==> config.mk <==
export PLATFORM = sky130hd
export DESIGN_NAME = port_hold_ctrl
export DESIGN_NICKNAME = d
export VERILOG_FILES = /design/src/rtl/port_hold_ctrl.sv
export SDC_FILE = /design/constraint.sdc
export NUM_CORES = 1
export LEC_CHECK = 0
export ABC_AREA = 1
export BUFFER_PORTS_ARGS = -buffer_cell sky130_fd_sc_hd__buf_2
export CAP_MARGIN = 15
export CELL_PAD_IN_SITES_DETAIL_PLACEMENT = 0
export CELL_PAD_IN_SITES_GLOBAL_PLACEMENT = 1
export CORE_AREA = 2 2 39 41
export DETAILED_ROUTE_END_ITERATION = 6
export DIE_AREA = 0 0 41 43
export PLACE_DENSITY = 0.55
export SYNTH_ARGS = -nofsm -noshare
export SYNTH_HDL_FRONTEND = slang
export SYNTH_SLANG_ARGS = --single-unit
==> constraint.sdc <==
create_clock -name clk -period 0.85 [get_ports clk]
set_input_delay 0.17 -clock clk [delete_from_list [all_inputs] [get_ports clk]]
set_output_delay 0.17 -clock clk [all_outputs]
set_load 0.03 [all_outputs]
==> src/rtl/port_hold_ctrl.sv <==
module port_hold_ctrl (
  input  logic       clk,
  input  logic       rst_n,
  input  logic       hold_req_n,
  input  logic       cycle_busy,
  input  logic       cfg_wr,
  input  logic [2:0] cfg_wdata,
  output logic [2:0] cfg_rdata,
  output logic       hold_ack_n,
  output logic       bus_hiz
);

  logic sync_q1, sync_q2;
  logic mask_q, int_hold_q, held_q;
  logic want;

  always_ff @(posedge clk or negedge rst_n) begin
    if (!rst_n) begin
      sync_q1 <= 1'b0;
      sync_q2 <= 1'b0;
    end else begin
      sync_q1 <= ~hold_req_n;
      sync_q2 <= sync_q1;
    end
  end

  always_ff @(posedge clk or negedge rst_n) begin
    if (!rst_n) begin
      mask_q     <= 1'b0;
      int_hold_q <= 1'b0;
    end else if (cfg_wr) begin
      mask_q     <= cfg_wdata[1];
      int_hold_q <= cfg_wdata[2];
    end
  end

  assign want = int_hold_q | (sync_q2 & ~mask_q);

  always_ff @(posedge clk or negedge rst_n) begin
    if (!rst_n)
      held_q <= 1'b0;
    else if (held_q)
      held_q <= want;
    else
      held_q <= want & ~cycle_busy;
  end

  assign bus_hiz    = held_q;
  assign hold_ack_n = ~held_q;
  assign cfg_rdata  = {int_hold_q, mask_q, held_q};

  assert_no_grant_busy_R5: assert property (@(posedge clk) disable iff (!rst_n)
    (!bus_hiz && cycle_busy) |=> !bus_hiz);

  assert_hold_persists_R5: assert property (@(posedge clk) disable iff (!rst_n)
    (bus_hiz && (int_hold_q || (sync_q2 && !mask_q))) |=> bus_hiz);

  assert_mask_blocks_pin_R3: assert property (@(posedge clk) disable iff (!rst_n)
    (!bus_hiz && mask_q && !int_hold_q) |=> !bus_hiz);

  assert_internal_grant_R4: assert property (@(posedge clk) disable iff (!rst_n)
    (int_hold_q && !cycle_busy) |=> (bus_hiz && !hold_ack_n));

  assert_release_R6: assert property (@(posedge clk) disable iff (!rst_n)
    (bus_hiz && !int_hold_q && !(sync_q2 && !mask_q)) |=> (!bus_hiz && hold_ack_n && !cfg_rdata[0]));

endmodule

### Word level (Yosys, flattened, before mapping)

Index checks and enable logic that the tools add are counted.

| cells by class | value |
|---|---|
| bitwise operators | 7 |
| muxes and demuxes | 1 |

Operators by type and width:

| kind | number |
|---|---|
| $not A1 Y1 | 4 |
| $and A1 B1 Y1 | 2 |
| $mux W1 | 1 |
| $or A1 B1 Y1 | 1 |

| storage, ports and cells | value |
|---|---|
| input bits | 8 |
| output and inout port bits | 5 |
| word-level logic and storage cells | 13 |
| register bits after elaboration | 5 |

### Logic depth before layout (Yosys ltp)

Gate-level depths: netlist of run 1.

| logic depth | value |
|---|---|
| depth in word-level cells | 5 |
| depth in mapped cells | 3 |
| gate-level depth less buffers | 3 |

### Worst setup path before layout of run 1

No wires, ideal clock.

| path | value |
|---|---|
| kind | reg2out |
| start point | register held_q, in the netlist bus_hiz |
| end point | output hold_ack_n |
| buffers on the path | 0 |
| setup slack | -0.062 ns |
| data arrival time | 0.742 ns |
| stages on the path, launching flop included | 2 |
| data required time | 0.680 ns |
| cells stage by stage | dfrtp_1 inv_1 |

| between the ends | value |
|---|---|
| cells in the longest elaborated chain, start to end | 1 |

RTL lines:

| item | RTL line | RTL |
|---|---|---|
| start: declaration | 14 | `logic mask_q, int_hold_q, held_q;` |
| start signal: assignment | 43 | `held_q <= want;` |
| start signal: assignment | 45 | `held_q <= want & ~cycle_busy;` |
| $not A1 Y1 | 49 | `assign hold_ack_n = ~held_q;` |
| end: declaration | 9 | `output logic hold_ack_n,` |

Every way passes these cells.

### Worst setup path in the final report of run 1

Ends and elaborated chain as after synthesis.

==> metrics.md, run 1 <==
| Metric | Value |
|---|---|
| Status | `finished, violations left` |
| Failing checks | `negative setup slack` |
| Unrepaired setup endpoints after global routing | `yes` |
| Syn Area/Cell | `9.82 um2` |
| Max Clk Rate | `0.990 GHz` |
| Worst Path Arrival | `0.84 ns` |
| Slew HR | `0.925` |
| Starting Density | `0.142` |
| First-pass GRT wire length | `538 um` |
| Final Non-Filler Cells | `50` |
| Die Wd | `41 um` |
| Num CTS Buffers | `3` |
| CP Capture Type | `output pin` |
| Worst vdd ir | `0.697 mV` |
| Worst setup margin | `-0.160 ns` |
| XOR/XNOR share of the synthesized area | `0` |
| Final Cell Area | `318 um2` |
| Yosys top cell area share | `0.637` |
| Crit path time final | `1.01 ns` |
| Worst Tran Pin Value | `0.111 ns` |
| Syn Nets | `28` |
| Vias | `174` |
| Clk slew on worst S/H paths | `0.04 ns` |
| Area of the mapped netlist | `196 um2` |
| Lkg Pwr | `0.000170 uW` |
| # IOs | `13` |
| First DRT Iteration DRCs | `3` |
| I/O Buffers | `11` |
| Clock sinks | `5` |
| #FFs+latches synth | `5` |
| Switching share of total power | `0.288` |
| Placer congestion estimate | `0.664` |
| Gate Count Post-Synth | `20` |
| Ant diodes | `0` |
| Die Footprint | `0.00176 mm2` |
| R2R setup slack | `0.10 ns` |
| Critical Path Fanout Max | `4` |
| Adder-Cell Fraction of Synth Area | `0` |
| Row Count | `14` |
| NetSw | `206 uW` |
| Vias per cell | `3.48` |
| 1st-pass router iterations | `2` |
| Gate power share | `0.226` |
| GR Util met3 | `0.0942` |
| Slew Viols, Final | `0` |
| Area growth, synth to finish | `61.8%` |
| Residual DRC count | `0` |
| Register area share after synthesis | `0.637` |
| Core area | `0.00138 mm2` |
| GRT Total Usage | `0.0555` |
| Nets | `43` |
| Fill count | `152` |
| YS warnings | `0` |
| Total grt overflow | `0` |
| Clock power frac | `0.389` |
| Vias in the first global route | `142` |
| Max capacitance violation total | `0` |
| Library cells used by synthesis | `8` |
| Critical path startpoint category | `flop` |
| Fin. Hold Viols | `0` |
| Power share of the sequential group | `0.384` |
| Clk root buf | `clkbuf_4` |
| Internal power | `509 uW` |
| Worst Skew | `0.00261 ns` |
| Dpl ws | `0.0586 ns` |
| Area post-placement | `250 um2` |
| Min-delay worst type | `input pin to flop` |
| Largest net degree at the start of global routing | `6` |
| Critical path type | `flop to output pin` |
| Grt met2 use | `0.0531` |
| Cells after DPL | `44` |
| Largest family of logic cells by synthesized area | `buffers and inverters` |
| CTS tree | `built` |
| WL final | `333 um` |
| Post-synthesis compound-gate area fraction | `0.0764` |
| Clk buf depth | `2` |
| Worst EP required | `0.68 ns` |
| M1 GR Usage | `0.0556` |
| Multiplexer share of the synthesized area | `0` |
| Final setup violation count | `5` |
| Number of antenna violations at the first check in global routing | `0` |
| GR peak layer | `met3` |
| Crit share post-route | `1.19` |
| Routed wire length per instance | `6.66 um` |
| Die height | `43 um` |
| Final core utilization | `0.230` |
| Post-synth top area cell | `dfrtp_1` |
| Worst-Skew Late Latency | `0.25 ns` |
| Sum Neg Setup Slack | `-0.660 ns` |
| Post-synthesis simple-gate area fraction | `0.0764` |
| Final ANT Viol Nets | `0` |
| Largest cells by area after synthesis | `dfrtp_1, buf_4, inv_1, nand2_1, o21ai_1` |
| PD cells | `2250 mW/mm2` |
| Layout cells sized above 1 | `0.529` |
| H-tree levels | `1` |
-- state kept, by name, indices dropped and copies added, names as in the netlist --
name / cells
bus_hiz: 1
int_hold_q: 1
mask_q: 1
sync_q1: 1
sync_q2: 1
-- critical path, cell delays in order, from the launching register on --
cell and delay (ns):
dfrtp_2 0.42, inv_2 0.06, buf_6 0.12
-- layout by cell type (no fill, tap or decap), drive strengths merged --
master | synthesis | final
nor2 | 1 | 1
clkbuf | 0 | 4
buf | 3 | 12
inv | 5 | 5
nand2 | 3 | 3
dfrtp | 5 | 5
a21oi | 1 | 1
dlygate4sd3 | 0 | 1
o21ai | 2 | 2
-- repair_timing --
| action | in CTS | in global routing |
|---|---|---|
| gates resized for setup | 9 | 0 |
| setup endpoints to repair | 5 | 5 |
| cloned | 0 | 0 |
| setup buffers | 1 | 0 |
| hold buffers | 1 | 0 |
| endpoints found under the hold margin | 5 | 0 |
-- metal layers --
| metal | part of all wire | vias to the layer above | routed length [um] |
|---|---|---|---|
| met4 | 0.024 | 0 | 8 |
| met3 | 0.19 | 2 | 63 |
| met1 | 0.38 | 78 | 126 |
| li1 | - | 83 | - |
| met2 | 0.41 | 11 | 135 |
| met5 | 0 | - | 0 |
-- logic make-up (layout without fill, tap and decap cells) --
group | Yosys count | in the layout
DFF | 5 | 5
buffers and inverters | 8 | 22
AOI/OAI and AO/OA | 3 | 3
and+or+nand+nor | 4 | 4
-- synth_stat cells, drive strengths merged --
library cell  number
buf                3
inv                5
a21oi              1
dfrtp              5
nor2               1
o21ai              2
nand2              3
-- per-stage QoR --
step / hold WS (ns) / total power [uW]
after global routing: 0.0564 / 768
after global placement: -0.00993 / 401
final: 0.0619 / 715
after CTS: 0.0549 / 732
after floorplan: -0.126 / 374
after detailed placement: -0.00726 / 402
-- power by group through the flow --
stage / Combinational (uW) / Clock, uW / Sequential, uW
floorplan: 87.0 / 0 / 287
global placement: 127 / 0 / 274
detailed placement: 128 / 0 / 274
CTS: 164 / 293 / 275
global route: 175 / 316 / 276
finish: 162 / 278 / 275
-- worst paths after layout --
kind	start	end	cells past startpoint
hold / removal	hold_req_n	sync_q1$_DFF_PN0_	2
setup / recovery	bus_hiz$_DFF_PN0_	hold_ack_n	2
min in group asynchronous	rst_n	int_hold_q$_DFFE_PN0P_	2
hold reg to reg	sync_q1$_DFF_PN0_	sync_q2$_DFF_PN0_	0
setup reg to reg	int_hold_q$_DFFE_PN0P_	bus_hiz$_DFF_PN0_	3
max in group asynchronous	rst_n	bus_hiz$_DFF_PN0_	2
-- area by class of cell --
class / count / area, um2 / area share
clock buffer: 4 / 26.3 / 0.0827
inverter: 5 / 18.8 / 0.0591
multi-input combinational: 7 / 30.0 / 0.0945
sequential: 5 / 126 / 0.398
tap: 16 / 20.0 / 0.0630
timing repair buffer: 13 / 96.3 / 0.303
Note: power is estimated with default switching activity, not from simulation.
==> run 2, diff against run 1 <==
RECOVER_POWER = 100   (was not set)
REMOVE_ABC_BUFFERS = 1   (was not set)
==> run 2 against run 1 <==
The run still ends with negative setup slack left. Total power decreased by 0.44%. Critical path depth unchanged. Cell count unchanged. Sequential share of layout area increased by 0.56 points. Worst setup slack about the same. Non-clock buffer count unchanged. Largest power group unchanged.
==> metrics.md, run 2 (synthesized netlist as in run 1, its figures left out) <==
| Metric | Value |
|---|---|
| First-pass GRT wire length | `538 um` |
| Lkg Pwr | `0.000167 uW` |
| Clock power frac | `0.403` |
| Worst Hold Path Cells | `2` |
| Gate power share | `0.216` |
| NetSw | `213 uW` |
| Worst setup margin | `-0.160 ns` |
| Final Non-Filler Cells | `50` |
| Clock sinks | `5` |
| PD cells | `2290 mW/mm2` |
| Hold Path Sink | `sync_q1$_DFF_PN0_` |
| Vias in the first global route | `141` |
| Worst reg-to-reg path cell count | `4` |
| Worst Path Arrival | `0.84 ns` |
| Num CTS Buffers | `3` |
| Power share of the sequential group | `0.381` |
| Placer congestion estimate | `0.618` |
| Ant diodes | `0` |
| Worst Tran Pin Value | `0.281 ns` |
| Max Clk Rate | `0.990 GHz` |
| Switching share of total power | `0.299` |
| Largest net degree at the start of global routing | `6` |
| Final ANT Viol Nets | `0` |
| H-tree levels | `1` |
| Critical Path Fanout Max | `4` |
| CP peak stage delay | `0.40 ns` |
| Residual DRC count | `0` |
| Vias | `159` |
| Unrepaired setup endpoints after global routing | `yes` |
| Fin. Hold Viols | `0` |
| Worst EP required | `0.68 ns` |
| Number of antenna violations at the first check in global routing | `0` |
| Slowest CP cell | `dfrtp_1` |
| Dpl ws | `0.0581 ns` |
| Clk slew on worst S/H paths | `0.05 ns` |
| Nets | `43` |
| Max capacitance violation total | `0` |
| Routed wire length per instance | `7.92 um` |
| Commonest non-fill, non-tap cell in the layout | `buf_2` |
| R2r endpoint | `bus_hiz$_DFF_PN0_` |
| Dpl hpwl | `274 um` |
| Core area | `0.00138 mm2` |
| Clk buf depth | `2` |
| Critical path type | `flop to output pin` |
| WL final | `396 um` |
| Area growth, synth to finish | `58.0%` |
| Final Cell Area | `310 um2` |
| Die Wd | `41 um` |
| Starting Density | `0.142` |
| Fill count | `154` |
| Worst flop-to-flop path startpoint | `mask_q$_DFFE_PN0P_` |
| 1st-pass router iterations | `2` |
| Total grt overflow | `0` |
| Crit path time final | `1.01 ns` |
| CP cell instances | `inv_1 -> buf_6` |
| Slew Viols, Final | `0` |
| Crit share post-route | `1.19` |
| Hold Crit Start | `hold_req_n` |
| Worst-Skew Late Latency | `0.25 ns` |
| First DRT Iteration DRCs | `5` |
| Clk root buf | `clkbuf_4` |
| Internal power | `499 uW` |
| R2R setup slack | `0.06 ns` |
| Die height | `43 um` |
| Die Footprint | `0.00176 mm2` |
| Area post-placement | `249 um2` |
| Slew HR | `0.813` |
| Failing checks | `negative setup slack` |
| Most frequent cells in the layout | `buf_2, dfrtp_1, inv_1, clkbuf_4` |
| CP Capture Type | `output pin` |
| Critical path startpoint category | `flop` |
| Row Count | `14` |
| I/O Buffers | `11` |
| Layout cells sized above 1 | `0.441` |
| # IOs | `13` |
| Worst Skew | `0.00248 ns` |
| Final setup violation count | `5` |
| Vias per cell | `3.18` |
| Cells after DPL | `44` |
| Status | `finished, violations left` |
| CTS tree | `built` |
| Min-delay worst type | `input pin to flop` |
| GRT Total Usage | `0.0556` |
| Worst vdd ir | `0.689 mV` |
==> run 2: metrics by stage <==
step	hold WS [ns]	total power (uW)	setup TNS [ns]	utilization
6_report	0.0598	712	-0.643	0.224
4_1_cts	0.0492	726	-0.733	0.220
3_3_place_gp	-0.0107	401	0	0.180
3_5_place_dp	-0.00978	402	0	0.180
2_1_floorplan	-0.126	350	-0.398	-
5_1_grt	0.0617	752	-0.808	0.224
==> run 2: repair_timing <==
item	in CTS	in global routing
hold buffers	1	0
cloned	0	0
gates resized for setup	6	0
setup buffers	0	1
endpoints found under the setup margin	5	5
hold endpoints to repair	5	0
==> run 2: worst max-delay path by stage <==
stage	from	to	slack, ns	depth (start not counted)
3_5_place_dp	bus_hiz$_DFF_PN0_	hold_ack_n	0.06	2
3_3_place_gp	bus_hiz$_DFF_PN0_	hold_ack_n	0.07	2
2_1_floorplan	bus_hiz$_DFF_PN0_	hold_ack_n	-0.29	1
5_1_grt	bus_hiz$_DFF_PN0_	hold_ack_n	-0.20	2
6_report	bus_hiz$_DFF_PN0_	hold_ack_n	-0.16	2
4_1_cts	bus_hiz$_DFF_PN0_	hold_ack_n	-0.18	2
==> run 2: critical path: cells and delay by family, from the launching register on <==
kind,cells,cell delay (ns)
DFF,1,0.40
buffers and inverters,2,0.19
==> run 2: power groups by stage <==
stage / logic, uW / registers (uW) / clock network [uW]
floorplan: 33.6 / 317 / 0
global placement: 128 / 273 / 0
detailed placement: 128 / 274 / 0
CTS: 150 / 272 / 303
global route: 167 / 273 / 312
finish: 154 / 271 / 287
==> run 2: final cells by class <==
class / count / area (um2) / share of cell area
clock buffers: 4 / 26.3 / 0.0847
inverters: 5 / 18.8 / 0.0605
multi-input cells: 7 / 30.0 / 0.0968
flip-flops and latches: 5 / 125 / 0.403
well taps: 16 / 20.0 / 0.0645
repair buffers: 13 / 90.1 / 0.290
==> run 2: layer usage <==
metal,vias up,part of all wire,global-route usage
met5,-,0,0
met4,0,0.023,0.0400
met3,2,0.20,0.0785
met2,15,0.31,0.0531
met1,60,0.46,0.0557
li1,82,-,-
==> run 3, diff against run 2 <==
ABC_AREA = not set   (was 1)
PLACE_DENSITY = 0.54   (was 0.55)
SKIP_LAST_GASP = 1   (was not set)
clock period = 1.2 ns   (was 0.85 ns; I/O delays follow)
==> run 3 against run 2 <==
The flow now finishes without violations. Core utilization fell by 2.2 points. Sequential share of layout area rose by 4.3 points. Via count fell by 7.5%. Sequential power fell by 29%. Critical path depth did not move. Sequential cell count did not move. Cell area fell by 9.7%. Largest cell class unchanged. Largest power group is now registers. Highest routed layer unchanged.
==> metrics.md, run 3 <==
| Metric | Value |
|---|---|
| Register area share after synthesis | `0.637` |
| Final ANT Viol Nets | `0` |
| Worst Path Arrival | `0.88 ns` |
| Post-synth top cells | `dfrtp_1, buf_4, inv_1` |
| Worst EP required | `0.96 ns` |
| CP peak stage delay | `0.38 ns` |
| Lkg Pwr | `0.000147 uW` |
| Worst Skew | `0.000491 ns` |
| Critical Path Fanout Max | `3` |
| Routed wire length per instance | `7.60 um` |
| Worst setup margin | `0.0809 ns` |
| Status | `complete, no violations` |
| Critical path launch point | `bus_hiz$_DFF_PN0_` |
| Area post-placement | `249 um2` |
| Worst flop-to-flop path startpoint | `mask_q$_DFFE_PN0P_` |
| Vias in the first global route | `147` |
| Clk root buf | `clkbuf_4` |
| Switching share of total power | `0.281` |
| Final core utilization | `0.203` |
| Library cells used by synthesis | `8` |
| Synth Flop Type | `dfrtp_1` |
| Crit path buffers/inverters | `2` |
| Die Footprint | `0.00176 mm2` |
| Fill count | `154` |
| WHS | `0.150 ns` |
| Die height | `43 um` |
| Power share of the sequential group | `0.407` |
| Fin. Hold Viols | `0` |
| FFs w/ async S/R, synth | `1.00` |
| Row Count | `14` |
| Syn Area/Cell | `12.3 um2` |
| Critical path type | `flop to output pin` |
| First DRT Iteration DRCs | `1` |
| Most frequent cells in the layout | `buf_2, dfrtp_1, clkbuf_2` |
| #FFs+latches synth | `5` |
| Gate Count Post-Synth | `16` |
| Total grt overflow | `0` |
| Worst-Skew Late Latency | `0.24 ns` |
| Clk slew on worst S/H paths | `0.04 ns` |
| PD cells | `1680 mW/mm2` |
| Ant diodes | `0` |
| Nets | `38` |
| Num CTS Buffers | `3` |
| Layout cells sized above 1 | `0.448` |
| CP cell instances | `inv_1 -> buf_2` |
| WL final | `342 um` |
| Min-delay worst type | `input pin to flop` |
| Clk buf depth | `2` |
| Crit-path leading delay family | `flip-flops` |
| CP Capture Type | `output pin` |
| Residual DRC count | `0` |
| NetSw | `132 uW` |
| Commonest non-fill, non-tap cell in the layout | `buf_2` |
| I/O Buffers | `11` |
| Dpl ws | `0.331 ns` |
| Slowest CP cell | `dfrtp_1` |
| Max Clk Rate | `0.894 GHz` |
| YS warnings | `0` |
| CTS tree | `built` |
| Postcts setup bufs | `0` |
| Total power draw | `470 uW` |
| Clock power frac | `0.399` |
| Yosys top cell area share | `0.637` |
| Number of antenna violations at the first check in global routing | `0` |
| Crit path time final | `1.12 ns` |
| Clock sinks | `5` |
| EDFF count, synth | `0` |
| Vias per cell | `3.27` |
| Slew Viols, Final | `0` |
| Die Wd | `41 um` |
| Critical path startpoint category | `flop` |
| 1st-pass router iterations | `2` |
| Area growth, synth to finish | `42.7%` |
| Crit share post-route | `0.933` |
| Final Cell Area | `280 um2` |
| GRT Total Usage | `0.0566` |
| Largest cells by area after synthesis | `dfrtp_1, buf_4, mux2_4, inv_1, a22oi_1` |
| Post-synth top area cell | `dfrtp_1` |
| Internal power | `338 uW` |
| Worst vdd ir | `0.340 mV` |
| Slew HR | `0.832` |
| Area of the mapped netlist | `196 um2` |
| Hold Crit Start | `hold_req_n` |
| H-tree levels | `1` |
| Placer congestion estimate | `0.642` |
| Largest net degree at the start of global routing | `6` |
| Dpl hpwl | `284 um` |
| Gate power share | `0.193` |
| Starting Density | `0.142` |
| Final setup violation count | `0` |
| # IOs | `13` |
| Core area | `0.00138 mm2` |
| First-pass GRT wire length | `558 um` |
| Vias | `147` |
| Max capacitance violation total | `0` |
| Worst Tran Pin Value | `0.252 ns` |
| Most frequent cell after synthesis | `dfrtp_1` |
| Unrepaired setup endpoints after global routing | `no` |
## run 3: changes by cell type after synthesis
cell / previous run / this run
inv_1: 4 / 3
nor2_1: 1 / 0
o21ai_0: 0 / 1
a21oi_1: 1 / 0
a22oi_1: 0 / 1
o21ai_1: 2 / 0
mux2_4: 0 / 1
nand2b_1: 0 / 1
inv_2: 1 / 0
nand2_1: 3 / 1
## run 3: kinds of logic (layout without fill, tap and decap cells)
| group | count (synthesis) | count (layout) | synth area share |
|---|---|---|---|
| multiplexers | 1 | 1 | 0.0764 |
| buffers and inverters | 6 | 19 | 0.172 |
| AND/OR/NAND/NOR | 2 | 2 | 0.0510 |
| AO/OA/AOI/OAI | 2 | 2 | 0.0637 |
| flip-flops | 5 | 5 | 0.637 |
## run 3: routing by layer
metal	track usage	part of all wire	wire, um	vias up
li1	-	-	-	71
met5	0	0	0	-
met2	0.0531	0.30	104	12
met3	0.0471	0.14	48	2
met1	0.0590	0.53	182	62
met4	0.0800	0.018	6	0
## run 3: layout make-up
type                       count  area [um2]  area share
sequential                     5         125       0.446
timing repair buffer          12        63.8       0.228
tap                           16        20.0      0.0714
inverter                       3        11.3      0.0402
clock buffer                   4        26.3      0.0937
multi-input combinational      5        33.8       0.121
## run 3: power by group through the flow
stage	Sequential, uW	Clock [uW]	Combinational (uW)
floorplan	225	0	25.8
global placement	193	0	92.8
detailed placement	194	0	93.9
CTS	191	200	96.6
global route	194	212	99.9
finish	192	188	91.0
## run 3: path summary, 6_finish.rpt
kind,to,slack (ns),cells past startpoint
setup / recovery,hold_ack_n,0.08,2
hold / removal,sync_q1$_DFF_PN0_,0.15,2
setup reg to reg,mask_q$_DFFE_PN0P_,0.41,1
hold reg to reg,sync_q2$_DFF_PN0_,0.35,0
max in group asynchronous,bus_hiz$_DFF_PN0_,0.62,2
min in group asynchronous,int_hold_q$_DFFE_PN0P_,0.38,2
## run 3: timing repair
item / CTS / global route
hold buffers: 1 / 0
setup endpoints to repair: 0 / 0
endpoints found under the hold margin: 5 / 0
resized for setup: 0 / 0
## run 3: per-stage QoR
stage / setup TNS (ns) / cells
floorplan: -0.0544 / 13
global placement: 0 / 40
detailed placement: 0 / 40
CTS: 0 / 45
global route: 0 / 45
finish: 0 / 45
